<file path="config.mk">
export PLATFORM = sky130hd
export DESIGN_NAME = gpio_port_regs
export DESIGN_NICKNAME = d
export VERILOG_FILES = /design/src/rtl/gpio_port_pkg.sv /design/src/rtl/gpio_in_sync.sv /design/src/rtl/gpio_bus_port.sv /design/src/rtl/gpio_reg_core.sv /design/src/rtl/gpio_port_regs.sv
export SDC_FILE = /design/constraint.sdc
export NUM_CORES = 1
export LEC_CHECK = 0
export BUFFER_PORTS_ARGS = -buffer_cell sky130_fd_sc_hd__buf_2
export CAP_MARGIN = 20
export CELL_PAD_IN_SITES_DETAIL_PLACEMENT = 1
export CELL_PAD_IN_SITES_GLOBAL_PLACEMENT = 1
export CORE_ASPECT_RATIO = 1.2
export CORE_UTILIZATION = 43
export DETAILED_ROUTE_END_ITERATION = 12
export GPL_TIMING_DRIVEN = 0
export PLACE_DENSITY_LB_ADDON = 0.3
export SYNTH_ARGS = -nofsm -noshare
export SYNTH_HDL_FRONTEND = slang
export SYNTH_HIERARCHICAL = 1
export SYNTH_SLANG_ARGS = --single-unit
export TNS_END_PERCENT = 10
</file>
<file path="constraint.sdc">
create_clock -name clk -period 1.9 [get_ports clk]
set_input_delay 0.38 -clock clk [delete_from_list [all_inputs] [get_ports clk]]
set_output_delay 0.38 -clock clk [all_outputs]
set_load 0.01 [all_outputs]
</file>
<file path="src/rtl/gpio_port_pkg.sv">
package gpio_port_pkg;

  localparam int ADDR_W    = 9;
  localparam int DATA_W    = 16;
  localparam int BIDIR_N   = 32;
  localparam int PULL_N    = 15;

  localparam logic [ADDR_W-1:0] OFS_DIR_LO   = 9'h000;
  localparam logic [ADDR_W-1:0] OFS_DIR_HI   = 9'h002;
  localparam logic [ADDR_W-1:0] OFS_PIN_LO   = 9'h004;
  localparam logic [ADDR_W-1:0] OFS_PIN_HI   = 9'h006;
  localparam logic [ADDR_W-1:0] OFS_OUT_LO   = 9'h01C;
  localparam logic [ADDR_W-1:0] OFS_OUT_HI   = 9'h01E;
  localparam logic [ADDR_W-1:0] OFS_OEN_LO   = 9'h020;
  localparam logic [ADDR_W-1:0] OFS_OEN_HI   = 9'h022;
  localparam logic [ADDR_W-1:0] OFS_PULL_ON  = 9'h1E0;
  localparam logic [ADDR_W-1:0] OFS_PULL_DIR = 9'h1E2;

  // bit of the high output register that carries the first packed enable
  localparam int PACK_OE_LSB = 8;

  typedef enum logic [3:0] {
    SEL_NONE,
    SEL_DIR_LO,
    SEL_DIR_HI,
    SEL_PIN_LO,
    SEL_PIN_HI,
    SEL_OUT_LO,
    SEL_OUT_HI,
    SEL_OEN_LO,
    SEL_OEN_HI,
    SEL_PULL_ON,
    SEL_PULL_DIR
  } reg_sel_e;

  // Map an offset to a register, honouring which registers the variant has.
  function automatic reg_sel_e decode_reg(logic [ADDR_W-1:0] a, int num_pins, bit sep_oe);
    reg_sel_e s;
    s = SEL_NONE;
    case (a)
      OFS_DIR_LO:   s = SEL_DIR_LO;
      OFS_DIR_HI:   s = SEL_DIR_HI;
      OFS_PIN_LO:   s = SEL_PIN_LO;
      OFS_PIN_HI:   s = SEL_PIN_HI;
      OFS_OUT_LO:   s = SEL_OUT_LO;
      OFS_OUT_HI:   s = (num_pins > 48) ? SEL_OUT_HI : SEL_NONE;
      OFS_OEN_LO:   s = sep_oe ? SEL_OEN_LO : SEL_NONE;
      OFS_OEN_HI:   s = (sep_oe && num_pins > 48) ? SEL_OEN_HI : SEL_NONE;
      OFS_PULL_ON:  s = (num_pins >= 50) ? SEL_PULL_ON : SEL_NONE;
      OFS_PULL_DIR: s = (num_pins >= 50) ? SEL_PULL_DIR : SEL_NONE;
      default:      s = SEL_NONE;
    endcase
    return s;
  endfunction

endpackage

</file>
<file path="src/rtl/gpio_in_sync.sv">
module gpio_in_sync #(
  parameter int W      = 32,
  parameter int STAGES = 2
) (
  input  logic         clk,
  input  logic         rst_n,
  input  logic [W-1:0] d,
  output logic [W-1:0] q
);

  logic [STAGES-1:0][W-1:0] chain;

  always_ff @(posedge clk or negedge rst_n) begin
    if (!rst_n) begin
      chain <= '0;
    end else begin
      chain[0] <= d;
      for (int s = 1; s < STAGES; s++) begin
        chain[s] <= chain[s-1];
      end
    end
  end

  assign q = chain[STAGES-1];

endmodule

</file>
<file path="src/rtl/gpio_bus_port.sv">
module gpio_bus_port
  import gpio_port_pkg::*;
(
  input  logic              clk,
  input  logic              rst_n,
  input  logic              req_valid,
  output logic              req_ready,
  input  logic              req_write,
  output logic              wr_en,
  input  logic [DATA_W-1:0] rd_data,
  output logic              rsp_valid,
  input  logic              rsp_ready,
  output logic [DATA_W-1:0] rsp_rdata
);

  logic take;

  // a pending response that is not consumed blocks the next request
  assign req_ready = !rsp_valid || rsp_ready;
  assign take      = req_valid && req_ready;
  assign wr_en     = take && req_write;

  always_ff @(posedge clk or negedge rst_n) begin
    if (!rst_n) begin
      rsp_valid <= 1'b0;
      rsp_rdata <= '0;
    end else if (take) begin
      rsp_valid <= 1'b1;
      rsp_rdata <= req_write ? '0 : rd_data;
    end else if (rsp_ready) begin
      rsp_valid <= 1'b0;
    end
  end

endmodule

</file>
<file path="src/rtl/gpio_reg_core.sv">
module gpio_reg_core
  import gpio_port_pkg::*;
#(
  parameter int NUM_PINS = 50,
  parameter bit SEP_OE   = 1'b0
) (
  input  logic                clk,
  input  logic                rst_n,
  input  logic                wr_en,
  input  reg_sel_e            sel,
  input  logic [DATA_W-1:0]   wdata,
  input  logic [BIDIR_N-1:0]  pin_sync,
  output logic [DATA_W-1:0]   rd_data,
  output logic [NUM_PINS-1:0] pad_out,
  output logic [NUM_PINS-1:0] pad_oe,
  output logic [PULL_N-1:0]   pull_en,
  output logic [PULL_N-1:0]   pull_up
);

  localparam int UP       = NUM_PINS - BIDIR_N;
  localparam bit HAS_PULL = (NUM_PINS >= 50);

  logic [BIDIR_N-1:0] dir_q, dir_nxt;
  logic [BIDIR_N-1:0] dat_q, dat_nxt;
  logic [UP-1:0]      up_q, up_nxt;
  logic [UP-1:0]      oen_q, oen_nxt;
  logic [BIDIR_N-1:0] pin_view;
  logic [1:0][DATA_W-1:0] out_img;
  logic [1:0][DATA_W-1:0] oen_img;
  logic [UP-1:0]      up_oe;

  // bidirectional pins: direction and output latch
  always_comb begin
    dir_nxt = dir_q;
    dat_nxt = dat_q;
    for (int i = 0; i < BIDIR_N; i++) begin
      if (wr_en && sel == ((i < 16) ? SEL_DIR_LO : SEL_DIR_HI)) dir_nxt[i] = wdata[i % 16];
      if (wr_en && sel == ((i < 16) ? SEL_PIN_LO : SEL_PIN_HI)) dat_nxt[i] = wdata[i % 16];
    end
  end

  // output-only pins: data and enables, layout chosen by SEP_OE
  always_comb begin
    up_nxt  = up_q;
    oen_nxt = oen_q;
    for (int j = 0; j < UP; j++) begin
      if (wr_en && sel == ((j < 16) ? SEL_OUT_LO : SEL_OUT_HI)) up_nxt[j] = wdata[j % 16];
      if (SEP_OE) begin
        if (wr_en && sel == ((j < 16) ? SEL_OEN_LO : SEL_OEN_HI)) oen_nxt[j] = wdata[j % 16];
      end else if (j >= 16) begin
        if (wr_en && sel == SEL_OUT_HI) oen_nxt[j] = wdata[PACK_OE_LSB + j - 16];
      end
    end
  end

  always_ff @(posedge clk or negedge rst_n) begin
    if (!rst_n) begin
      dir_q <= '0;
      dat_q <= '0;
      up_q  <= '0;
      oen_q <= '0;
    end else begin
      dir_q <= dir_nxt;
      dat_q <= dat_nxt;
      up_q  <= up_nxt;
      oen_q <= oen_nxt;
    end
  end

  generate
    if (HAS_PULL) begin : g_pull
      logic [PULL_N-1:0] on_q, updn_q;
      always_ff @(posedge clk or negedge rst_n) begin
        if (!rst_n) begin
          on_q   <= '0;
          updn_q <= '0;
        end else if (wr_en) begin
          if (sel == SEL_PULL_ON)  on_q   <= wdata[PULL_N-1:0];
          if (sel == SEL_PULL_DIR) updn_q <= wdata[PULL_N-1:0];
        end
      end
      assign pull_en = on_q;
      assign pull_up = updn_q;
    end else begin : g_no_pull
      assign pull_en = '0;
      assign pull_up = '0;
    end
  endgenerate

  // register images of the output-only pins
  always_comb begin
    out_img = '0;
    oen_img = '0;
    for (int j = 0; j < UP; j++) begin
      out_img[j / 16][j % 16] = up_q[j];
      if (SEP_OE) begin
        oen_img[j / 16][j % 16] = oen_q[j];
        up_oe[j] = oen_q[j];
      end else begin
        if (j >= 16) out_img[1][PACK_OE_LSB + j - 16] = oen_q[j];
        up_oe[j] = (j < 16) ? 1'b1 : oen_q[j];
      end
    end
  end

  assign pin_view = (dir_q & dat_q) | (~dir_q & pin_sync);

  always_comb begin
    case (sel)
      SEL_DIR_LO:   rd_data = dir_q[15:0];
      SEL_DIR_HI:   rd_data = dir_q[31:16];
      SEL_PIN_LO:   rd_data = pin_view[15:0];
      SEL_PIN_HI:   rd_data = pin_view[31:16];
      SEL_OUT_LO:   rd_data = out_img[0];
      SEL_OUT_HI:   rd_data = out_img[1];
      SEL_OEN_LO:   rd_data = oen_img[0];
      SEL_OEN_HI:   rd_data = oen_img[1];
      SEL_PULL_ON:  rd_data = {1'b0, pull_en};
      SEL_PULL_DIR: rd_data = {1'b0, pull_up};
      default:      rd_data = '0;
    endcase
  end

  assign pad_out = {up_q, dat_q};
  assign pad_oe  = {up_oe, dir_q};

endmodule

</file>
<file path="src/rtl/gpio_port_regs.sv">
module gpio_port_regs
  import gpio_port_pkg::*;
#(
  parameter int NUM_PINS    = 50,
  parameter bit SEP_OE      = 1'b0,
  parameter int SYNC_STAGES = 2
) (
  input  logic                clk,
  input  logic                rst_n,
  input  logic                req_valid,
  output logic                req_ready,
  input  logic                req_write,
  input  logic [8:0]          req_addr,
  input  logic [15:0]         req_wdata,
  output logic                rsp_valid,
  input  logic                rsp_ready,
  output logic [15:0]         rsp_rdata,
  input  logic [31:0]         pad_in,
  output logic [NUM_PINS-1:0] pad_out,
  output logic [NUM_PINS-1:0] pad_oe,
  output logic [14:0]         pull_en,
  output logic [14:0]         pull_up
);

  reg_sel_e           sel;
  logic               wr_en;
  logic [DATA_W-1:0]  rd_data;
  logic [BIDIR_N-1:0] pin_sync;

  assign sel = decode_reg(req_addr, NUM_PINS, SEP_OE);

  gpio_in_sync #(.W(BIDIR_N), .STAGES(SYNC_STAGES)) u_sync (
    .clk   (clk),
    .rst_n (rst_n),
    .d     (pad_in),
    .q     (pin_sync)
  );

  gpio_bus_port u_bus (
    .clk       (clk),
    .rst_n     (rst_n),
    .req_valid (req_valid),
    .req_ready (req_ready),
    .req_write (req_write),
    .wr_en     (wr_en),
    .rd_data   (rd_data),
    .rsp_valid (rsp_valid),
    .rsp_ready (rsp_ready),
    .rsp_rdata (rsp_rdata)
  );

  gpio_reg_core #(.NUM_PINS(NUM_PINS), .SEP_OE(SEP_OE)) u_core (
    .clk      (clk),
    .rst_n    (rst_n),
    .wr_en    (wr_en),
    .sel      (sel),
    .wdata    (req_wdata),
    .pin_sync (pin_sync),
    .rd_data  (rd_data),
    .pad_out  (pad_out),
    .pad_oe   (pad_oe),
    .pull_en  (pull_en),
    .pull_up  (pull_up)
  );

endmodule

</file>
# Yosys cells after proc, flatten, opt, wreduce, memory -nomap -nowiden
# Cells that the tools add are included.
[word_totals]
reg_bits = 195
out_inout_bits = 148
[classes]
eq_ne = 15
n_mux = 5
bitwise = 4
reduce_logical = 14
[op_table]
columns = ["op", "count"]
rows = [
  ["$pmux 16 s8", 1],
  ["$and 32x32->32", 2],
  ["$not 32->32", 1],
  ["$or 32x32->32", 1],
  ["$pmux 4 s8", 1],
  ["$eq 9x3->1 const B", 2],
  ["$eq 9x5->1 const B", 2],
  ["$eq 9x9->1 const B", 2],
  ["$mux 16", 1],
  ["$eq 4x3->1 const B", 3],
  ["$eq 9x2->1 const B", 1],
  ["$logic_not 9->1", 1],
  ["$eq 4x2->1 const B", 2],
  ["$eq 4x4->1 const B", 2],
  ["$logic_and 1x1->1", 8],
  ["$eq 4x1->1 const B", 1],
  ["$reduce_and 2->1", 2],
  ["$mux 1", 2],
  ["$reduce_bool 2->1", 1],
  ["$logic_not 1->1", 1],
  ["$logic_or 1x1->1", 1],
]

# Longest topological paths before layout
# Gate-level depths: netlist (run 1).
[logic_depth]
ltp_word = 5
ltp_mapped = 11
mapped_depth_nobuf = 9

# Modules after synthesis
# The synthesis (run 1) kept the hierarchy.
[modules_own_cells]
columns = ["module", "n_inst", "cells_per_inst", "area_each_um2", "seq_area_each_um2"]
rows = [
  ["gpio_reg_core", 1, 432, 5696.7, 2852.7],
  ["gpio_in_sync", 1, 96, 1841.8, 1601.5],
  ["gpio_bus_port", 1, 55, 810.8, 425.4],
  ["gpio_port_regs", 1, 19, 133.9, 0.0],
]

# Worst setup path after synthesis (run 1)
# No wires, ideal clock.
[synth_path]
kind = "input to register"
startpoint = "input req_addr[5]"
endpoint = "register u_bus.rsp_rdata[12]"
arrival_ps = 2599
t_required_ps = 1775
path_slack_ps = -823
path_stages = 11
path_buffers = 2
path_cell_list = "nor4_4 -> o21ai_2 -> a211oi_2 -> nor2b_1 -> and3b_1 -> buf_4 -> buf_2 -> a221oi_1 -> nand2_1 -> nor2b_1 -> mux2_2"
[synth_via]
elab_chain_cells = 5
word_cells_on_any_way = 19
[synth_lines]
columns = ["element", "line_no", "source"]
rows = [
  ["start, declared", "gpio_port_regs.sv:13", "input logic [8:0] req_addr,"],
  ["$eq 9x9->1, or another cell as far along", "gpio_port_pkg.sv:40", "case (a)"],
  ["$pmux 4 s8 (*)", "gpio_port_pkg.sv:40", ""],
  ["net sel[0]", "gpio_port_regs.sv:25", "reg_sel_e sel;"],
  ["$eq 4x4->1, or another cell as far along", "gpio_reg_core.sv:109", "case (sel)"],
  ["$pmux 16 s8 (*)", "gpio_reg_core.sv:109", ""],
  ["net rd_data[12]", "gpio_port_regs.sv:27", "logic [DATA_W-1:0] rd_data;"],
  ["$mux 16 (*)", "gpio_bus_port.sv:29", "rsp_rdata <= req_write ? '0 : rd_data;"],
  ["end signal, assigned", "gpio_bus_port.sv:29", ""],
  ["end, declared", "gpio_bus_port.sv:13", "output logic [DATA_W-1:0] rsp_rdata"],
]
# Mark *: on every way through the listed nets, which the timed path passes. The rest lies on a longest branch.
# A chain may end at the register's enable or synchronous reset.

# Worst setup path after layout (run 1)
[layout_path]
startpoint = "input req_addr[6]"
endpoint = "register u_core.g_pull.updn_q[12] (netlist: u_core/pull_up[12])"
[layout_via]
elab_chain_cells = 4
word_cells_on_any_way = 11
[layout_lines]
columns = ["element", "line_no", "source"]
rows = [
  ["$eq 9x9->1, or another cell as far along", "gpio_port_pkg.sv:40", ""],
  ["$pmux 4 s8 (*)", "gpio_port_pkg.sv:40", ""],
  ["net sel[1]", "gpio_port_regs.sv:25", ""],
  ["$eq 4x4->1 (*)", "gpio_reg_core.sv:79", "if (sel == SEL_PULL_DIR) updn_q <= wdata[PULL_N-1:0];"],
  ["$reduce_and 2->1 (no source line) (*)", "n/a", ""],
  ["end signal, assigned", "gpio_reg_core.sv:79", ""],
  ["end, declared", "gpio_reg_core.sv:72", "logic [PULL_N-1:0] on_q, updn_q;"],
]
# Marked as above.

==> results.txt, run 1 <==
run status: finished with violations
violated checks: setup timing
Arr. time, crit path: 2.73 ns
Final #Nets: 918
Clock Path Buffers: 2
critical path's largest stage delay: 0.34 ns
# IOs: 210
Post-DP HPWL: 17.7 mm
Worst-path clk slew: 0.07 ns
WHS: 0.0471 ns
drt pass-1 iters: 4
CP Launch Type: primary input
Primary FF master, synth: dfrtp_1
CP max stage cell: nor4_4
CP cell instances: buf_6 -> nor4_4 -> buf_4 -> buf_4 -> o2111ai_1 -> nand2_2 -> buf_4 -> nor2b_4 -> and3b_1 -> buf_6 -> buf_6 -> nand2_8 -> buf_12 -> mux2_2
Max Cap Violations: 0
Slew HR: 55.6%
layout cells sized above 1: 55.9%
die height: 156 um
total track usage: 27.1%
Cell Area, Synth: 0.00848 sq mm
CP Capture Type: flip-flop
number of stages on the worst setup path: 14
top cell type's share of synthesized area: 57.5%
DR vias: 5971
area of the core: 0.0191 sq mm
Crit Path Category: in2reg
DR WL/cell: 23.2 um
dominant cells by area after synthesis: dfrtp_1, mux2_2, mux2_4
antenna violations before repair: 0
Worst VDD drop: 0.819 mV
Final Wtd Congestion: 0.837
post-synth cell types: 58
Hold Path Class: in2reg
Lkg Pwr: 5.84 nW
# DRC: 0
unrepaired setup endpoints after global routing: true
cells on worst reg2reg path: 6
synthesis-stage register bit count: 195
Setup Skew: 0.0117 ns
H-tree depth: 4
post-synth top area cell: dfrtp_1
CTS root buf: clkbuf_16
CTS tree: yes
n_diodes: 0
final period utilization: 127%
Worst Max-Slew Pin Slew: 0.665 ns
sequential area share after synthesis: 57.5%
first-pass GRT wire length: 39.6 mm
Worst EP required: 2.21 ns
PD cells: 763 mW/mm^2
violation count after the first detailed-route iteration: 299
Synth warnings: 6
Starting Density: 44.5%
area delta synth->final: 31.4%
Final Worst Setup Slack: -0.515 ns
chip width: 130 um
pin count of the biggest net entering global routing: 127
max-slew violation total from the final report: 0
DIE AREA: 0.0203 sq mm
Buf/Inv on CP: 7
total gr overflow: 0
worst-skew pair later-pin latency: 0.43 ns
post-synthesis cell count: 602
Worst path top cell family by delay: buffers and inverters
FP Rows: 55
Final setup violation count: 124
Setup TNS: -34.39 ns
final-report hold violation count: 0
fmax: 414 MHz
number of global-route vias before repair: 6608
Async SR Flop Fraction: 100%
clk sink count: 195
minimum clock period: 2.41 ns
Post-Route WL: 26.1 mm
Post-synth EDFFs: 0
TritonCTS Buffers: 17
CP max FO: 10
Via density: 5.31
Hold Crit Depth: 1
Syn Area/Cell: 14.1 sq um
antenna-violating nets left: 0
Port Buffers: 193
metal layers:
metal | GRT usage, % | share of wire [%]
met1 | 32.4 | 39
met2 | 47.3 | 53
met3 | 4.08 | 4.5
met4 | 12.7 | 3.5
met5 | 0 | 0
where the power goes:
| group | switching (mW) | leakage, nW | total, mW | internal (mW) |
|---|---|---|---|---|
| Sequential | 0.0649 | 2.57 | 4.32 | 4.25 |
| Clock | 1.75 | 0.289 | 3.66 | 1.91 |
| Combinational | 0.293 | 2.99 | 0.528 | 0.235 |
final timing paths:
check | from | end | slack [ns]
max reg2reg | u_bus/rsp_valid$_DFFE_PN0P_ | u_core/dat_q[14]$_DFFE_PN0P_ | -0.12
min reg2reg | u_sync/chain[16]$_DFF_PN0_ | u_sync/q[16]$_DFF_PN0_ | 0.35
max in group asynchronous | rst_n | u_core/dir_q[6]$_DFFE_PN0P_ | 0.36
min | pad_in[23] | u_sync/chain[23]$_DFF_PN0_ | 0.05
min in group asynchronous | rst_n | u_sync/chain[29]$_DFF_PN0_ | 0.49
max | req_addr[6] | u_core/pull_up[12]$_DFFE_PN0P_ | -0.51
worst register-to-register path: cells and delay by family, from the launching register on:
kind / cells / cell delay (ns)
buffers and inverters: 2 / 0.63
and+or+nand+nor: 3 / 0.60
DFF: 1 / 0.41
muxes: 1 / 0.29
metrics by stage:
step	setup slack, ns	power, mW	area [sq um]	std cells	utilization, %
detailed placement	-2.04	4.91	9900	1067	51.9
global placement	-2.58	4.87	9860	1066	51.7
floorplan	-0.633	4.61	8570	617	-
global route	-0.612	8.80	11100	1125	58.5
CTS	-0.502	8.59	11100	1123	58.0
finish	-0.515	8.51	11100	1125	58.5
kinds of logic (layout without fill, tap and decap cells):
| kind of cell | Yosys count | in the layout | synth area share [%] |
|---|---|---|---|
| compound gates | 77 | 77 | 6.53 |
| other cells | 1 | 16 | 0.0442 |
| mux | 151 | 151 | 21.1 |
| buf+inv | 80 | 332 | 6.52 |
| flops | 195 | 195 | 57.5 |
| simple gates | 98 | 98 | 8.30 |
layout by cell type (no fill, tap or decap), types with 8 or more instances in the layout:
| cell | count |
|---|---|
| dfrtp_1 | 195 |
| mux2i_1 | 20 |
| mux2_4 | 35 |
| mux2_1 | 15 |
| mux2_2 | 81 |
| conb_1 | 16 |
| buf_6 | 8 |
| clkbuf_16 | 18 |
| buf_4 | 72 |
| buf_2 | 192 |
| nand2_1 | 12 |
| a22oi_1 | 14 |
| a21oi_1 | 15 |
| nor2b_1 | 15 |
final cells by class:
type	count	area, sq um
well taps	256	320
clock inverters	14	161
multi-input cells	342	3360
inverters	7	26.3
fillers	1951	7920
repair buffers	220	1260
clock buffers	18	439
flip-flops and latches	195	4880
plain buffers	73	698
repair_timing:
action	in CTS	in global routing
hold buffers	1	0
setup buffers	21	2
gates cloned	2	0
pin swaps	20	16
endpoints found under the hold margin	69	0
setup endpoints to repair	130	130
gates resized for setup	79	17
cells in the mapped netlist, drive strengths merged (2+ instances only):
| library cell | instances |
|---|---|
| mux2i | 20 |
| buf | 65 |
| a21oi | 19 |
| clkbuf | 8 |
| dfrtp | 195 |
| nand3b | 7 |
| or2b | 2 |
| a32oi | 4 |
| o21ai | 4 |
| nand2 | 19 |
| nor2b | 19 |
| o22a | 4 |
| nand2b | 10 |
| o22ai | 5 |
| nor4b | 2 |
| a221oi | 7 |
| and3 | 5 |
| a31oi | 5 |
| inv | 7 |
| o32ai | 2 |
| a311o | 3 |
| a22oi | 14 |
| o2111ai | 6 |
| nor2 | 9 |
| nor3b | 9 |
| nand3 | 6 |
| mux2 | 131 |
state kept, by name, indices dropped and copies added, names as in the netlist:
register and count:
u_sync/q 32, u_core/pull_up 15, u_bus/rsp_rdata 16, u_core/dir_q 32, u_core/oen_q 2, u_bus/rsp_valid 1, u_core/dat_q 32, u_sync/chain 32
u_core/pull_en 15, u_core/up_q 18
No activity file was read; power rests on OpenSTA's default activity.
==> run 2: changes to the inputs <==
PLACE_DENSITY = 0.89   (was default)
PLACE_DENSITY_LB_ADDON = default   (was 0.3)
TNS_END_PERCENT = default   (was 10)
==> run 2 against run 1 <==
The flow still finishes with violations (setup timing). First-iteration DRC count is 30% higher. Largest cell class unchanged. Flip-flop and latch count stayed put. Die area stayed put. Worst setup slack worse by 0.17 ns. Power is 0.21% higher. Global-route usage is 3.4 points higher.
==> results.txt, run 2 (synthesized netlist as in run 1, its figures left out) <==
commonest non-fill, non-tap cells in the layout: dfrtp_1, buf_2, buf_4, mux2_4, mux2_2
total track usage: 30.5%
# DRC: 0
Clock Path Buffers: 2
area of the core: 0.0191 sq mm
most common cell after layout, fill and taps aside: dfrtp_1
first-pass GRT wire length: 44.0 mm
PD cells: 713 mW/mm^2
Final setup violation count: 130
Worst Max-Slew Pin Slew: 0.676 ns
fmax: 387 MHz
CP Launch Type: primary input
number of global-route vias before repair: 6926
Post-Route WL: 31.8 mm
area delta synth->final: 40.9%
total gr overflow: 0
min-delay src: pad_in[24]
Lkg Pwr: 6.25 nW
Clock power frac: 42.4%
DIE AREA: 0.0203 sq mm
Setup Skew: 0.0104 ns
Crit Path Category: in2reg
DR WL/cell: 27.4 um
Sw Ratio: 23.5%
H-tree depth: 4
Setup TNS: -42.98 ns
TritonCTS Buffers: 17
Hold Path Class: in2reg
clk sink count: 195
layout cells sized above 1: 61.6%
CTS root buf: clkbuf_16
Worst VDD drop: 0.645 mV
Starting Density: 44.5%
pin count of the biggest net entering global routing: 110
minimum clock period: 2.59 ns
FP Rows: 55
die height: 156 um
Gate power share: 6.8%
Final Wtd Congestion: 0.786
# IOs: 210
Pint: 6.52 mW
crit path from: req_addr[6]
Worst-path clk slew: 0.07 ns
worst-skew pair later-pin latency: 0.44 ns
antenna violations before repair: 0
Arr. time, crit path: 2.96 ns
violated checks: setup timing
run status: finished with violations
Via density: 5.50
max-slew violation total from the final report: 0
Tot Pwr: 8.52 mW
CTS tree: yes
r2r startpoint: u_bus/rsp_valid$_DFFE_PN0P_
CP max FO: 5
final period utilization: 136%
unrepaired setup endpoints after global routing: true
n_diodes: 0
Final Worst Setup Slack: -0.687 ns
sequential group share of total power: 50.8%
Net Switching: 2.01 mW
Worst EP required: 2.27 ns
Slew HR: 54.9%
Final #Nets: 955
final-report hold violation count: 0
antenna-violating nets left: 0
chip width: 130 um
DR vias: 6378
violation count after the first detailed-route iteration: 389
drt pass-1 iters: 4
Max Cap Violations: 0
Port Buffers: 193
CP Capture Type: flip-flop
Post-DP HPWL: 17.7 mm
==> run 2: final cells by class <==
cell class	count	area, sq um
fill	1901	7110
sequential	195	4880
multi-input combinational	342	3680
timing repair buffer	257	1740
buffer	73	739
clock buffer	23	468
tap	256	320
clock inverter	7	100
inverter	7	26.3
==> run 2: what timing repair did <==
action	4_1_cts	5_1_grt
endpoints found under the hold margin	86	0
buffers inserted	43	12
endpoints found under the setup margin	130	130
pin swaps	14	19
gates resized for setup	113	64
cloned	7	1
hold buffers	1	0
==> run 2: metrics by stage <==
stage | cell area [sq um] | util [%] | hold slack (ns) | std cells | setup slack [ns]
finish | 12000 | 62.7 | 0.0373 | 1160 | -0.687
global route | 12000 | 62.7 | 0.0298 | 1160 | -0.763
CTS | 11600 | 60.7 | 0.0361 | 1148 | -0.510
detailed placement | 10000 | 52.5 | 0.336 | 1067 | -1.35
global placement | 9970 | 52.3 | 0.332 | 1066 | -2.70
floorplan | 8690 | - | 0.0844 | 617 | -0.633
==> run 2: worst paths after layout <==
| path | cells past startpoint | slack (ns) | end |
|---|---|---|---|
| setup / recovery | 14 | -0.69 | u_bus/rsp_rdata[1]$_DFFE_PN0P_ |
| hold / removal | 1 | 0.04 | u_sync/chain[24]$_DFF_PN0_ |
| setup reg to reg | 6 | -0.02 | u_core/up_q[12]$_DFFE_PN0P_ |
| hold reg to reg | 0 | 0.35 | u_sync/q[17]$_DFF_PN0_ |
| max in group asynchronous | 3 | 0.37 | u_core/up_q[3]$_DFFE_PN0P_ |
| min in group asynchronous | 2 | 0.53 | u_sync/chain[29]$_DFF_PN0_ |
==> run 2: power by group through the flow <==
stage | Clock (mW) | Combinational, mW | Sequential (mW)
2_1_floorplan | 0 | 0.214 | 4.40
3_3_place_gp | 0 | 0.486 | 4.39
5_1_grt | 3.81 | 0.627 | 4.34
4_1_cts | 3.61 | 0.553 | 4.32
6_report | 3.61 | 0.581 | 4.33
3_5_place_dp | 0 | 0.512 | 4.40
==> run 2: critical path, cell delays in order <==
cell       delay [ns]
buf_8            0.10
nor4_4           0.36
o21ai_2          0.13
a211oi_4         0.38
buf_6            0.19
buf_6            0.12
nand4bb_1        0.11
clkbuf_8         0.19
buf_6            0.15
o22ai_2          0.23
a221oi_2         0.06
nand2_1          0.08
nor2b_1          0.25
mux2_4           0.21
==> run 2: per-layer routing <==
layer | global-route usage, % | vias to the layer above | share of wire, % | wire (um)
met1 | 36.4 | 3312 | 37 | 11700
met3 | 5.49 | 107 | 4.8 | 1530
met2 | 52.8 | 270 | 52 | 16700
met5 | 0 | - | 0 | 0
li1 | - | 2689 | - | -
met4 | 14.1 | 0 | 5.9 | 1870
